### config.mk
export PLATFORM = sky130hd
export DESIGN_NAME = pulse_synth
export DESIGN_NICKNAME = d
export VERILOG_FILES = /design/src/rtl/pulse_synth_pkg.sv /design/src/rtl/dly_line.sv /design/src/rtl/phase_accum.sv /design/src/rtl/duty_decode.sv /design/src/rtl/pulse_synth.sv
export SDC_FILE = /design/constraint.sdc
export NUM_CORES = 1
export LEC_CHECK = 0
export CAP_MARGIN = 40
export CORE_ASPECT_RATIO = 0.8
export CORE_UTILIZATION = 45
export CTS_CLUSTER_DIAMETER = 150
export DETAILED_ROUTE_END_ITERATION = 8
export HOLD_SLACK_MARGIN = 0.08
export PLACE_DENSITY = 0.67
export SKIP_LAST_GASP = 1
export SLEW_MARGIN = 40
export SYNTH_ARGS = -nofsm -noshare
export SYNTH_HDL_FRONTEND = slang
export SYNTH_HIERARCHICAL = 1
export SYNTH_SLANG_ARGS = --single-unit
export TNS_END_PERCENT = 5
### constraint.sdc
create_clock -name clk -period 6.99 [get_ports clk]
set_input_delay 0.699 -clock clk [delete_from_list [all_inputs] [get_ports clk]]
set_output_delay 0.699 -clock clk [all_outputs]
set_load 0.005 [all_outputs]
### src/rtl/pulse_synth_pkg.sv
// Package: shared helpers for the pulse synthesizer.
// Assumes the segment width divides the accumulator width.
package pulse_synth_pkg;
    // Number of adder segments for a given accumulator and segment width.
    function automatic int seg_count(input int acc_w, input int seg_w);
        return (acc_w + seg_w - 1) / seg_w;
    endfunction
endpackage

### src/rtl/dly_line.sv
// Module: dly_line
// A fixed delay of D clocks for a W-bit value, cleared by synchronous
// active-low reset. D = 0 gives a plain wire.
module dly_line #(
    parameter int W = 8,
    parameter int D = 1
) (
    input  logic         clk,
    input  logic         rst_n,
    input  logic [W-1:0] d,
    output logic [W-1:0] q
);
    if (D == 0) begin : g_wire
        assign q = d;
    end else begin : g_regs
        logic [W-1:0] sr [D];
        // shift the value one stage per clock
        always_ff @(posedge clk) begin
            if (!rst_n) begin
                for (int i = 0; i < D; i++) sr[i] <= '0;
            end else begin
                sr[0] <= d;
                for (int i = 1; i < D; i++) sr[i] <= sr[i-1];
            end
        end
        assign q = sr[D-1];
    end
endmodule

### src/rtl/phase_accum.sv
// Module: phase_accum
// Phase accumulator. It adds a zero-extended tuning word every clock.
// With PIPE_EN = 1 the adder is split into SEG_W-bit segments. Each
// carry is registered into the next segment, segment k's input is
// skewed by k clocks, and its output is deskewed by NSEG-1-k clocks.
// The result is the plain sum delayed by NSEG-1 clocks.
// Assumes ACC_W is a multiple of SEG_W and there are at least 2 segments.
module phase_accum
    import pulse_synth_pkg::*;
#(
    parameter int ACC_W   = 27,
    parameter int FW_W    = 21,
    parameter int SEG_W   = 9,
    parameter bit PIPE_EN = 1'b1
) (
    input  logic             clk,
    input  logic             rst_n,
    input  logic [FW_W-1:0]  fw_q,
    output logic [ACC_W-1:0] phase_out
);
    localparam int NSEG = seg_count(ACC_W, SEG_W);

    if ((ACC_W % SEG_W) != 0 || NSEG < 2) begin : g_bad_cfg
        $error("phase_accum: SEG_W must divide ACC_W into 2 or more segments");
    end

    logic [ACC_W-1:0] inc_full;
    assign inc_full = ACC_W'(fw_q);

    if (!PIPE_EN) begin : g_flat
        logic [ACC_W-1:0] acc_q;
        // single-cycle full-width accumulate
        always_ff @(posedge clk) begin
            if (!rst_n) acc_q <= '0;
            else        acc_q <= acc_q + inc_full;
        end
        assign phase_out = acc_q;
    end else begin : g_pipe
        logic [NSEG-1:0]  carry_in;
        logic [ACC_W-1:0] aligned;
        assign carry_in[0] = 1'b0;

        for (genvar k = 0; k < NSEG; k++) begin : g_seg
            logic [SEG_W-1:0] inc_d;
            logic [SEG_W-1:0] seg_q;

            dly_line #(.W(SEG_W), .D(k)) u_skew (
                .clk(clk), .rst_n(rst_n),
                .d(inc_full[k*SEG_W +: SEG_W]), .q(inc_d)
            );

            if (k < NSEG - 1) begin : g_mid
                logic [SEG_W:0] sum;
                logic           carry_q;
                assign sum = {1'b0, seg_q} + {1'b0, inc_d}
                           + {{SEG_W{1'b0}}, carry_in[k]};
                // segment add with registered carry-out
                always_ff @(posedge clk) begin
                    if (!rst_n) begin
                        seg_q   <= '0;
                        carry_q <= 1'b0;
                    end else begin
                        seg_q   <= sum[SEG_W-1:0];
                        carry_q <= sum[SEG_W];
                    end
                end
                assign carry_in[k+1] = carry_q;

                if (k == 0) begin : g_chk0
                    // the low segment's carry marks exactly a wrap of its bits
                    a_r5_seg0_carry_wrap: assert property (@(posedge clk)
                        disable iff (!rst_n)
                        $past(rst_n) |-> (carry_q == (seg_q < $past(seg_q))));
                end
            end else begin : g_top
                // top segment adds modulo its width
                always_ff @(posedge clk) begin
                    if (!rst_n) seg_q <= '0;
                    else        seg_q <= seg_q + inc_d + SEG_W'(carry_in[k]);
                end
            end

            dly_line #(.W(SEG_W), .D(NSEG - 1 - k)) u_deskew (
                .clk(clk), .rst_n(rst_n),
                .d(seg_q), .q(aligned[k*SEG_W +: SEG_W])
            );
        end
        assign phase_out = aligned;
    end
endmodule

### src/rtl/duty_decode.sv
// Module: duty_decode
// Registers the square wave (top phase bit) and the duty pulse (top
// DUTY_W phase bits strictly below the duty word).
// Assumes the phase slice and the duty word are sampled on the same edge.
module duty_decode #(
    parameter int DUTY_W = 5
) (
    input  logic              clk,
    input  logic              rst_n,
    input  logic [DUTY_W-1:0] phase_top,
    input  logic [DUTY_W-1:0] duty_word,
    output logic              square_out,
    output logic              pulse_out
);
    // register both waveform outputs
    always_ff @(posedge clk) begin
        if (!rst_n) begin
            square_out <= 1'b0;
            pulse_out  <= 1'b0;
        end else begin
            square_out <= phase_top[DUTY_W-1];
            pulse_out  <= (phase_top < duty_word);
        end
    end

    // a zero duty word never gives a high pulse
    a_r4_zero_duty_low: assert property (@(posedge clk) disable iff (!rst_n)
        ($past(rst_n) && ($past(duty_word) == '0)) |-> !pulse_out);

    // a full duty word is high except in the last slot
    a_r4_full_duty_high: assert property (@(posedge clk) disable iff (!rst_n)
        ($past(rst_n) && ($past(duty_word) == {DUTY_W{1'b1}})
         && ($past(phase_top) != {DUTY_W{1'b1}})) |-> pulse_out);
endmodule

### src/rtl/pulse_synth.sv
// Module: pulse_synth (top)
// DDS square-wave and duty-pulse generator. It registers the tuning
// word, accumulates phase (optionally pipelined) and decodes the outputs.
// Assumes DUTY_W is 4..6 and SEG_W divides ACC_W.
module pulse_synth #(
    parameter int ACC_W   = 27,
    parameter int FW_W    = 21,
    parameter int DUTY_W  = 5,
    parameter int SEG_W   = 9,
    parameter bit PIPE_EN = 1'b1
) (
    input  logic              clk,
    input  logic              rst_n,
    input  logic [FW_W-1:0]   freq_word,
    input  logic [DUTY_W-1:0] duty_word,
    output logic              square_out,
    output logic              pulse_out,
    output logic [ACC_W-1:0]  phase_out
);
    logic [FW_W-1:0] fw_q;

    dly_line #(.W(FW_W), .D(1)) u_fw_reg (
        .clk(clk), .rst_n(rst_n), .d(freq_word), .q(fw_q)
    );

    phase_accum #(
        .ACC_W(ACC_W), .FW_W(FW_W), .SEG_W(SEG_W), .PIPE_EN(PIPE_EN)
    ) u_accum (
        .clk(clk), .rst_n(rst_n), .fw_q(fw_q), .phase_out(phase_out)
    );

    duty_decode #(.DUTY_W(DUTY_W)) u_decode (
        .clk(clk), .rst_n(rst_n),
        .phase_top(phase_out[ACC_W-1 -: DUTY_W]),
        .duty_word(duty_word),
        .square_out(square_out), .pulse_out(pulse_out)
    );

    // a reset edge leaves every output cleared
    a_r6_reset_clears: assert property (@(posedge clk)
        !rst_n |=> (!square_out && !pulse_out && (phase_out == '0)));

    // the square wave follows the phase MSB one clock later
    a_r3_square_tracks_msb: assert property (@(posedge clk) disable iff (!rst_n)
        $past(rst_n) |-> (square_out == $past(phase_out[ACC_W-1])));
endmodule

==> results.toml <==
[die]
coreArea_um2 = 9609
io-pin-count = 57
die_area_um2 = 10250
die_w_um = 113.0
die_y_um = 90.76
start_util = 0.4612
num_rows = 32

[sta]
worstMarginPinSlew_ns = 0.7293
holdWs_ns = 0.4270
fin_skew_ns = 0.007237
fmax_ghz = 0.4228
rsz0062_at_grt = "false"
slew_violations = 0
tns_ns = 0
timing.final.ws_setup_ns = 4.625
fin_crit_sh = 0.3384
post-route-min-period_ns = 2.365
finalHoldViolations = 0
setup_viol = 0
maxSlewHeadroom = 0.5138

[worst_hold_path]
hold_start = "u_fw_reg/g_regs.sr[0][16]"
hold_class = "register to register"
holdPathStages = 1
min_to = "u_accum/g_pipe.g_seg[1].u_skew/g_regs.sr[0][7]"

[cts]
post_cts_buffers = 0
cts-root-buf = "clkbuf_16"
clockBufferDepth = 2
cts_sinks = 106
clk_pin_slew_worst_paths_ns = 0.07
numCtsBuffers = 9
clk_latency_ns = 0.34
cts_resized = 0
cts_tree = "built"
cts_hold_buf = 0
htree_levels = 3

[place]
placed_cell_area_um2 = 4832
gp_congestion = 0.8412
placed_cells = 567
portBuffers = 56
dp_hpwl_um = 4737
dp_slack_ns = 4.321

[critical_path]
r2r_setup_slack_ns = 4.62
crit_path_end_kind = "register"
critical_path.max_stage_delay_ns = 0.51
reg2reg_from = "u_accum/g_pipe.g_seg[0].g_mid.carry_q"
critPathMostFrequentCell = "fa_1"
worst-path-buf-inv = 1
criticalPathCategory = "register to register"
crit_fanout = 3
worstPathRequired_ns = 7.21
r2r_cells = 7
crit_cells = 7
crit_family = "adder cells"
cp-start-kind = "register"
arrival_ns = 2.58
slowest_stage = "or4_1"
crit_chain = "inv_1 -> fa_1 -> fa_1 -> nand2b_1 -> a211oi_2 -> mux2i_1 -> or4_1"
r2r-end = "u_accum/g_pipe.g_seg[1].seg_q[8]"

[routing]
drt_iter0_drc = 106
wl_per_cell_um = 11.97
wl_um = 6968
avgViaCountPerCell = 4.849
drc = 0
ant_nets = 0
first_pass_iters = 6
vias = 2822

[global_route]
grt_pass1_wl_um = 11590
grt-ovfl-total = 0
grt_max_degree = 99
grtUsageTotal = 0.1430
first_global_vias = 2603
antenna_found_initial = 0

[synth]
synthDistinctLibCells = 48
syn_inst = 430
synth.yosys.seq_area_share = 0.4788
ys_warn_count = 6
async_reset_ff_frac = 0
syn_area_per_cell_um2 = 10.31
synth_seq_cells = 106
mappedNetlistArea_um2 = 4432
yosys_most_used_dff = "dfxtp_1"
synth_edf_count = 0

[power_and_ir_drop]
finalPower_mw = 1.429
ir_drop_mv = 0.1064
cellLeakagePower_nw = 2.139
pwr_density_cell_nw_per_um2 = 277.4

[cells_and_area]
fin_util = 0.5361
stdcell_area_um2 = 5151
num_antenna_cells = 0
fin_nets = 520
nFillCells = 855
fin_cells = 582
area_delta_synth_final_pct = 16.23
drive_gt1_frac = 0.1382

[job]
drv_cap = 0

[status]
status = "finished clean"
-- kinds of logic after synthesis --
kind of cell,after synthesis,synth area share
other,1,0.0008462
adders and majority gates,33,0.1016
buffers and inverters,61,0.08893
AOI/OAI and AO/OA,64,0.09402
DFF,106,0.4788
and+or+nand+nor,156,0.2174
muxes,2,0.004517
xor gates and xnor gates,7,0.01383
-- metal layers --
layer | global-route usage | part of all wire
met5 | 0 | 0
met4 | 0.06031 | 0.013
met3 | 0.04094 | 0.052
met2 | 0.2238 | 0.45
met1 | 0.1844 | 0.48
-- cell usage after synthesis, drive strengths merged, types with 6 or more instances --
cell	count	area, µm²
nand2	7	26.28
nor3	16	80.08
dfxtp	106	2122
ha	28	350.3
a21oi	17	88.84
inv	17	63.81
and2	79	548.0
nor2	16	60.06
a211oi	7	57.55
o21ai	13	65.06
buf	41	319.1
nand2b	6	37.54
a21o	6	45.04
or3	6	37.54
-- state kept, by name, indices dropped and copies added (netlist names) --
name and count:
u_accum/g_pipe.g_seg.g_mid.carry_q 2, u_accum/g_pipe.g_seg.seg_q 27, u_accum/g_pipe.g_seg.u_deskew/g_regs.sr 27, u_accum/g_pipe.g_seg.u_skew/g_regs.sr 27, u_decode/pulse_out 1, u_decode/square_out 1
u_fw_reg/g_regs.sr 21
-- worst max path at each step --
stage | start | endpoint | slack [ns]
6_report | u_accum/g_pipe.g_seg[0].g_mid.carry_q | u_accum/g_pipe.g_seg[1].seg_q[8] | 4.62
5_1_grt | rst_n | u_accum/g_pipe.g_seg[1].seg_q[6] | 4.50
4_1_cts | u_accum/g_pipe.g_seg[0].g_mid.carry_q | u_accum/g_pipe.g_seg[1].seg_q[8] | 4.61
3_5_place_dp | rst_n | u_accum/g_pipe.g_seg[1].seg_q[6] | 4.32
3_3_place_gp | rst_n | u_accum/g_pipe.g_seg[1].seg_q[6] | 4.38
2_1_floorplan | u_accum/g_pipe.g_seg[0].g_mid.carry_q | u_accum/g_pipe.g_seg[1].seg_q[8] | 4.73
-- area by class of cell --
class	instances	area, µm²	share of cell area
multi-input cells	268	1934	0.3755
flip-flops and latches	106	2122	0.4120
clock buffers	11	242.7	0.04712
inverters	17	63.81	0.01239
repair buffers	57	563.0	0.1093
well taps	119	148.9	0.02890
clock inverters	4	76.32	0.01482
-- layout by cell type, fill, tap and decap left out, drive strengths merged, types with 2 or more instances in the layout --
cell,Yosys,layout
a31oi,4,4
nand4,3,3
xnor2,4,4
nor4,2,2
or3,6,6
and2,79,79
nor3b,3,3
xor2,3,3
nand2,7,7
a21o,6,6
o21a,5,5
nand2b,6,6
nor2,16,16
nor3,16,16
o2111ai,3,3
clkdlybuf4s50,0,55
clkbuf,3,11
o21ai,13,13
nor2b,5,5
buf,41,2
inv,17,17
o211ai,3,3
ha,28,28
conb,1,6
dfxtp,106,106
bufinv,0,2
nand3b,4,4
nand3,5,5
mux2i,2,2
fa,5,5
a21oi,17,17
a211oi,7,7
-- where the power goes --
| group | total [mW] | internal (mW) | switching [mW] |
|---|---|---|---|
| Clock | 0.533 | 0.322 | 0.211 |
| Combinational | 0.214 | 0.115 | 0.0991 |
| Sequential | 0.682 | 0.657 | 0.0243 |
| Total | 1.43 | 1.09 | 0.334 |
Note: power is estimated with default switching activity, not from simulation.
